--- config.mk ---
export PLATFORM = sky130hd
export DESIGN_NAME = bus_access_ctrl
export DESIGN_NICKNAME = d
export VERILOG_FILES = /design/src/rtl/bac_pkg.sv /design/src/rtl/bac_decode.sv /design/src/rtl/bac_timer.sv /design/src/rtl/bus_access_ctrl.sv
export SDC_FILE = /design/constraint.sdc
export NUM_CORES = 1
export LEC_CHECK = 0
export BUFFER_PORTS_ARGS = -buffer_cell sky130_fd_sc_hd__buf_2
export CORE_UTILIZATION = 44
export CTS_BUF_LIST = sky130_fd_sc_hd__clkbuf_8 sky130_fd_sc_hd__clkbuf_16
export DETAILED_ROUTE_END_ITERATION = 8
export MAX_ROUTING_LAYER = met4
export PLACE_DENSITY_LB_ADDON = 0.2
export RECOVER_POWER = 100
export SLEW_MARGIN = 20
export SYNTH_ARGS = -nofsm -noshare
export SYNTH_HDL_FRONTEND = slang
export SYNTH_SLANG_ARGS = --single-unit
--- constraint.sdc ---
create_clock -name clk -period 2.14 [get_ports clk]
set_input_delay 0.321 -clock clk [delete_from_list [all_inputs] [get_ports clk]]
set_output_delay 0.321 -clock clk [all_outputs]
set_load 0.01 [all_outputs]
--- src/rtl/bac_pkg.sv ---
`timescale 1ns/1ps
package bac_pkg;
   localparam int ADDR_W      = 32;
   localparam int NUM_REGIONS = 8;
   localparam int OFF_W       = 27;

   typedef enum logic [2:0] {
      RG_BOOT  = 3'd0,
      RG_XRAM  = 3'd1,
      RG_IRAM  = 3'd2,
      RG_IOREG = 3'd3,
      RG_PAL   = 3'd4,
      RG_VRAM  = 3'd5,
      RG_OAM   = 3'd6,
      RG_CART  = 3'd7
   } region_e;

   typedef struct packed {
      logic             hit;
      region_e          region;
      logic [OFF_W-1:0] offset;
   } decode_t;
endpackage

--- src/rtl/bac_decode.sv ---
`timescale 1ns/1ps
module bac_decode
   import bac_pkg::*;
#(
   parameter bit MIRROR_EN = 1'b1
)(
   input  logic [ADDR_W-1:0] addr,
   output decode_t           dec
);
   logic mir_hit;
   logic io_hit;

   generate
      if (MIRROR_EN) begin : g_mirror
         assign mir_hit = (addr[15:0] == 16'h0800);
      end else begin : g_no_mirror
         assign mir_hit = 1'b0;
      end
   endgenerate

   assign io_hit = (addr[23:10] == 14'd0);

   always_comb begin
      dec = '0;
      if (addr[31:28] != 4'd0) begin
         dec = '0;
      end else if (addr[27]) begin
         dec.hit    = 1'b1;
         dec.region = RG_CART;
         dec.offset = addr[26:0];
      end else begin
         case (addr[26:24])
            3'd0, 3'd1: begin
               dec.hit    = 1'b1;
               dec.region = RG_BOOT;
               dec.offset = {2'b00, addr[24:0]};
            end
            3'd2: begin
               dec.hit    = 1'b1;
               dec.region = RG_XRAM;
               dec.offset = {3'b000, addr[23:0]};
            end
            3'd3: begin
               dec.hit    = 1'b1;
               dec.region = RG_IRAM;
               dec.offset = {3'b000, addr[23:0]};
            end
            3'd4: begin
               if (io_hit) begin
                  dec.hit    = 1'b1;
                  dec.region = RG_IOREG;
                  dec.offset = {17'd0, addr[9:0]};
               end else if (mir_hit) begin
                  dec.hit    = 1'b1;
                  dec.region = RG_IOREG;
                  dec.offset = {15'd0, 10'h200, addr[1:0]};
               end
            end
            3'd5: begin
               dec.hit    = 1'b1;
               dec.region = RG_PAL;
               dec.offset = {3'b000, addr[23:0]};
            end
            3'd6: begin
               dec.hit    = 1'b1;
               dec.region = RG_VRAM;
               dec.offset = {3'b000, addr[23:0]};
            end
            default: begin
               dec.hit    = 1'b1;
               dec.region = RG_OAM;
               dec.offset = {3'b000, addr[23:0]};
            end
         endcase
      end
   end
endmodule

--- src/rtl/bac_timer.sv ---
`timescale 1ns/1ps
module bac_timer #(
   parameter int WAIT_W = 5
)(
   input  logic              clk,
   input  logic              rst_n,
   input  logic              start,
   input  logic [WAIT_W-1:0] wait_in,
   output logic              idle,
   output logic              last,
   output logic              done
);
   localparam logic [WAIT_W-1:0] ONE = WAIT_W'(1);

   logic [WAIT_W-1:0] cnt;
   logic              done_q;

   always_ff @(posedge clk) begin
      if (!rst_n) begin
         cnt    <= '0;
         done_q <= 1'b0;
      end else begin
         done_q <= (cnt == ONE);
         if (start) begin
            cnt <= (wait_in == '0) ? ONE : wait_in;
         end else if (cnt != '0) begin
            cnt <= cnt - ONE;
         end
      end
   end

   assign idle = (cnt == '0);
   assign last = (cnt == ONE);
   assign done = done_q;
endmodule

--- src/rtl/bus_access_ctrl.sv ---
`timescale 1ns/1ps
module bus_access_ctrl
   import bac_pkg::*;
#(
   parameter int DATA_W    = 32,
   parameter int WAIT_W    = 5,
   parameter bit MIRROR_EN = 1'b1
)(
   input  logic                   clk,
   input  logic                   rst_n,
   input  logic                   req_valid,
   input  logic                   req_write,
   input  logic [ADDR_W-1:0]      req_addr,
   input  logic [DATA_W-1:0]      req_wdata,
   input  logic [WAIT_W-1:0]      req_wait,
   input  logic [DATA_W-1:0]      fetch_word,
   input  logic [DATA_W-1:0]      tgt_rdata,
   output logic                   req_ready,
   output logic                   rsp_valid,
   output logic [DATA_W-1:0]      rsp_rdata,
   output logic [NUM_REGIONS-1:0] tgt_sel,
   output logic [OFF_W-1:0]       tgt_offset,
   output logic                   tgt_rd,
   output logic                   tgt_wr,
   output logic [DATA_W-1:0]      tgt_wdata
);
   generate
      if (DATA_W < 8) begin : g_bad_data_w
         $error("bus_access_ctrl: DATA_W must be at least 8");
      end
      if (WAIT_W < 2) begin : g_bad_wait_w
         $error("bus_access_ctrl: WAIT_W must be at least 2");
      end
   endgenerate

   decode_t           dec;
   logic              idle;
   logic              last;
   logic              done;
   logic              accept;

   logic              hit_q;
   region_e           region_q;
   logic [OFF_W-1:0]  off_q;
   logic              write_q;
   logic [DATA_W-1:0] wdata_q;
   logic [DATA_W-1:0] rdata_q;

   bac_decode #(.MIRROR_EN(MIRROR_EN)) u_decode (
      .addr (req_addr),
      .dec  (dec)
   );

   bac_timer #(.WAIT_W(WAIT_W)) u_timer (
      .clk     (clk),
      .rst_n   (rst_n),
      .start   (accept),
      .wait_in (req_wait),
      .idle    (idle),
      .last    (last),
      .done    (done)
   );

   assign accept = req_valid && idle;

   always_ff @(posedge clk) begin
      if (!rst_n) begin
         hit_q    <= 1'b0;
         region_q <= RG_BOOT;
         off_q    <= '0;
         write_q  <= 1'b0;
         wdata_q  <= '0;
      end else if (accept) begin
         hit_q    <= dec.hit;
         region_q <= dec.region;
         off_q    <= dec.offset;
         write_q  <= req_write;
         wdata_q  <= req_wdata;
      end else if (done) begin
         hit_q    <= 1'b0;
      end
   end

   always_ff @(posedge clk) begin
      if (!rst_n) begin
         rdata_q <= '0;
      end else if (last && !write_q) begin
         rdata_q <= hit_q ? tgt_rdata : fetch_word;
      end
   end

   generate
      for (genvar i = 0; i < NUM_REGIONS; i++) begin : g_sel
         assign tgt_sel[i] = hit_q && (region_q == region_e'(3'(i)));
      end
   endgenerate

   assign tgt_offset = off_q;
   assign tgt_rd     = last && hit_q && !write_q;
   assign tgt_wr     = done && hit_q && write_q && (region_q != RG_BOOT);
   assign tgt_wdata  = wdata_q;
   assign req_ready  = idle;
   assign rsp_valid  = done;
   assign rsp_rdata  = rdata_q;
endmodule

* Word-level counts from Yosys, hierarchy flattened
Index checks and enable logic that the tools add are counted.
Cells by class: add/subtract/negate cells 1, multiply operators 0, divide/modulo/power cells 0, $lt $le $gt $ge 0, equality and inequality tests 15, shifts and indexed selects 0, mux-type cells 11, bitwise gates (word level) 0, reductions and logical operators 27
Operator list (count):
- 31-bit one-hot mux with 6 select lines | 1
- 31-bit 2-to-1 mux | 4
- 32-bit 2-to-1 mux | 1
- 3-bit equality test, second input constant | 7
- 16-bit by 12-bit equality test with 1-bit output, second input constant | 1
- 1-bit logical AND | 15
- 5-bit 2-to-1 mux | 3
- 14-bit zero test | 1
- 3-bit by 2-bit equality test with 1-bit output, second input constant | 4
- 5-bit zero test | 2
- 3-bit by 1-bit equality test with 1-bit output, second input constant | 2
- 3-bit zero test | 2
- 5-bit by 1-bit equality test with 1-bit output, second input constant | 1
- 5-bit nonzero test | 1
- 5-bit by 1-bit subtractor with 5-bit output, second input constant | 1
- 2-bit nonzero test | 2
- 4-bit nonzero test | 1
- 3-bit nonzero test | 1
- 1-bit 2-to-1 mux | 2
- 2-bit OR reduction | 1
- 1-bit zero test | 1
Word-level totals: register bits after elaboration 102, latch bits 0, RAM bits 0, bits in read-only memories 0, word-level logic and storage cells 62, memories kept 0

* Longest topological paths before layout
depth in word-level cells 7, mapped depth 9

* By module
A second synthesis with hierarchy kept.
Second synthesis, totals: cell total of the unflattened synthesis 541, area total of the unflattened synthesis 4647.0 um2
Modules (own cells, without submodules):
- bus_access_ctrl | times used 1, cells each 439, area an instance 3898.7 um2, sequential area each 1921.8 um2
- bac_decode | times used 1, cells each 64, area an instance 405.4 um2, sequential area each 0.0 um2
- bac_timer | times used 1, cells each 38, area an instance 342.8 um2, sequential area each 120.1 um2

* Least setup slack after synthesis
No wires, ideal clock.
path type flip-flop to flip-flop, start register u_timer.cnt[0], end register u_timer.cnt[2], setup time 0.122 ns, arrival time 1.679 ns, required time 2.018 ns, setup slack 0.339 ns, cell stages (with the launch flop) 9, path buffers 1, cells stage by stage dfxtp_1 inv_1 ha_1 or3b_4 or2_1 buf_2 o21a_1 o211ai_1 a21oi_1
On the way: cells in the longest elaborated chain, start to end 3, elaborated cells on any way between the ends 7, classes of those cells add/sub: 1; mux: 2; reduce/logical: 4
RTL lines:
- start, declared | RTL line bac_timer.sv:15 | logic [WAIT_W-1:0] cnt;
- start signal, assigned | RTL line bac_timer.sv:25 | cnt <= (wait_in == '0) ? ONE : wait_in;
- start signal, assigned | RTL line bac_timer.sv:27 | cnt <= cnt - ONE;
- 5-bit by 1-bit subtractor with 5-bit output / 5-bit zero test (equally long branches) | RTL line bac_timer.sv:27, bac_timer.sv:32
- 5-bit 2-to-1 mux / 1-bit logical AND (equally long branches) | RTL line bac_timer.sv:26, bus_access_ctrl.sv:64
- 5-bit 2-to-1 mux / 2-bit nonzero test (equally long branches)
Several ways; a longest one is shown, not always the timed one. The select of a mux whose other input is x is not followed. A chain may end at the register's enable or synchronous reset.

* Final worst setup path
start register u_timer.cnt[0], end output req_ready
On the way: cells in the longest elaborated chain, start to end 1
RTL lines:
- 5-bit zero test | RTL line bac_timer.sv:32 | assign idle = (cnt == '0);
- end, declared | RTL line bus_access_ctrl.sv:18 | output logic req_ready,
No other way between the ends.

==> metrics <==
clock sinks ~100; antenna violations before repair 0; WL/cell approximately 13 um; max_cap viols 0; Clock Power Share a little over a fifth; CP peak stage delay around 0.39 ns; routed vias/inst 5.079; Setup Viol. Count Final 0; post-synth top area cell dfxtp_1; largest net degree at the start of global routing 57; H-tree depth 3; via count between 4000 and 5000; synthesized flop and latch total around 100; Hold WC Path Type in2reg; Final HPWL DP roughly 8500 um; critical path buffer and inverter count 3; final hold slack around 0.19 ns; internal power between 3 and 4 mW; combinational share of power a little over a third; placed cell count about 840; Critical Path Start Type flop; outcome complete, no violations; ys flop type dfxtp_1; clock root buffer clkbuf_8; Psw about 2.1 mW; switching share of power between 30% and 40%; EDFF count, synth 0; Seq/Total Area, Yosys around 48%; first-pass GRT wire length around 18000 um; Top cell by count, worst path inv_4; Yosys top cell area share ~48%; IO Port Bufs ~240; Synth Warn # 0; Row Count 35; initial drt markers ~140; grt ovf 0; CTS Hold Buffers Added 0; CP Class reg2out; leading cell types by count after synthesis dfxtp_1, nand2_1, nor2_1; ratio of cells with drive above 1 in the final layout 27.19%; non-filler cells, final 861; antenna diode count 0; Initial Util about 46%; layout net count 866; Worst EP arrival 1.77 ns; crit path time final 2.093 ns; full die area 9973 sq um; final core utilization just over 60%; total CTS buffers 9; count of cell types in the netlist 43; critical path cell sequence inv_4 -> ha_4 -> or3b_4 -> or2_4 -> inv_4 -> buf_6; Pwr Density 1017 nW/um^2; Critical Path RT between 1.5 and 2 ns; vias in the first global route approximately 3900; fin crit share around 98%; P&R area growth vs syn 36.25%; Skew-Pair Late Insertion Delay roughly 0.36 ns; LEAKAGE between 2 and 2.5 nW; number of remaining DRC errors 0; maximum vdd drop ~560 uV; Seq pwr share about 43%; Setup TNS 0 ns; CTS tree built; async set-reset flop share out of synthesis 0%; Relative slew margins about half; CP Capture Type output port; Crit-path slowest cell or3b_4; first drt pass iteration count 4; Final ANT Viol Nets 0; Post-Syn Nets around 630; gpl congestion between 0.8 and 0.9; Peak Freq 477.8 MHz; Synth area leaders dfxtp_1, mux2i_1, nand2_1, nor2_1, a211oi_1; worst slew pin tran 0.7661 ns; final hold viol count 0; Core ar. 9240 sq um; Die Ht roughly 100 um; Post-Syn Area 4214 sq um; Final Power ~6 mW; most common cell in the netlist dfxtp_1; drt total wl 11580 um; clock transition at the registers of the reported paths about 0.1 ns; Die X 99.87 um; setup ws final approximately 0.047 ns; placed cell area roughly 5600 sq um; gr usage total between 20% and 30%; post-synthesis cell count approximately 490; CTS Buffer Depth 2; CP max FO 4; pre-CTS setup slack 0.1046 ns; CP top delay family simple AND/OR/NAND/NOR gates; final setup skew between 0.009 and 0.01 ns; final slew viol count 0; Synth Area per Inst 8.530 sq um; I/O pin count between 200 and 250; # fillers 880; post-route cell area 5742 sq um
==> final cells by class <==
type | count | area [sq um] | area share (%)
multi-input combinational | 350 | 2022 | 35.21
timing repair buffer | 258 | 1280 | 22.29
sequential | 102 | 2046 | 35.63
clock buffer | 9 | 123.9 | 2.157
clock inverter | 7 | 81.33 | 1.416
tap | 129 | 161.4 | 2.811
inverter | 6 | 27.53 | 0.4794
==> worst register-to-register path: cells and delay by family (launching register included) <==
kind            cells  cell delay, ns
simple gates        3            0.63
buf+inv             3            0.56
flops               1            0.36
compound gates      1            0.14
fa+ha+maj           1            0.13
==> placed cells by master, fill, tap and decap left out, types with 3 or more instances in the layout <==
cell        n
clkinv_4    3
nor2_1     71
buf_12      4
a21oi_1    45
o211ai_1    4
mux2i_1    32
buf_4      15
a32oi_1     8
buf_2     146
clkbuf_1   92
dfxtp_2     3
clkbuf_8    9
dfxtp_1    99
nand2_1    78
a211oi_1   32
nor3_1     10
nor4_1      6
nand3_1    10
nand2b_1    5
a22oi_1    15
o21ai_1     3
==> power groups by stage <==
stage | Clock [mW] | Combinational, mW | Sequential (mW)
after floorplan | 0 | 1.08 | 2.66
after global placement | 0 | 1.93 | 2.49
after detailed placement | 0 | 1.99 | 2.51
after CTS | 1.28 | 2.04 | 2.47
after global routing | 1.34 | 2.37 | 2.53
final | 1.23 | 2.11 | 2.49
==> repair_timing <==
action,in CTS,in global routing
setup endpoints to repair,2,1
gates resized for setup,5,5
pin swaps,1,1
gates cloned,0,0
setup buffers,2,7
==> kinds of logic after synthesis <==
logic type	count (synthesis)	share of synthesized area [%]
XOR/XNOR	1	0.2079
AND/OR/NAND/NOR	199	20.61
flip-flops	102	48.46
AO/OA/AOI/OAI	116	18.32
multiplexers	32	7.601
buffers and inverters	42	4.216
adder cells (fa/ha/maj)	2	0.5937
==> worst paths after layout <==
path	from	endpoint	slack, ns	cells past startpoint
setup / recovery	u_timer.cnt[0]$_SDFFE_PN0P_	req_ready	0.05	6
hold / removal	req_wdata[11]	tgt_wdata[11]$_SDFFE_PN0P_	0.19	3
setup reg to reg	u_timer.cnt[0]$_SDFFE_PN0P_	tgt_wdata[12]$_SDFFE_PN0P_	0.25	8
hold reg to reg	tgt_offset[24]$_SDFFE_PN0P_	tgt_offset[24]$_SDFFE_PN0P_	0.45	2
==> state kept, by name (all words and copies together), names as in the netlist <==
signal        cells
hit_q             1
region_q          3
rsp_rdata        32
tgt_offset       27
tgt_wdata        32
u_timer.cnt       5
u_timer.done      1
write_q           1
==> per-layer routing <==
layer | part of all wire (%) | GRT usage, % | vias to the layer above
met4 | 2.5 | 9.050 | 0
met5 | 0 | - | -
met2 | 49 | 38.67 | 155
met3 | 6.4 | 5.084 | 27
li1 | - | - | 2216
met1 | 42 | 27.04 | 1975
Power figures use the tool's default switching activity.
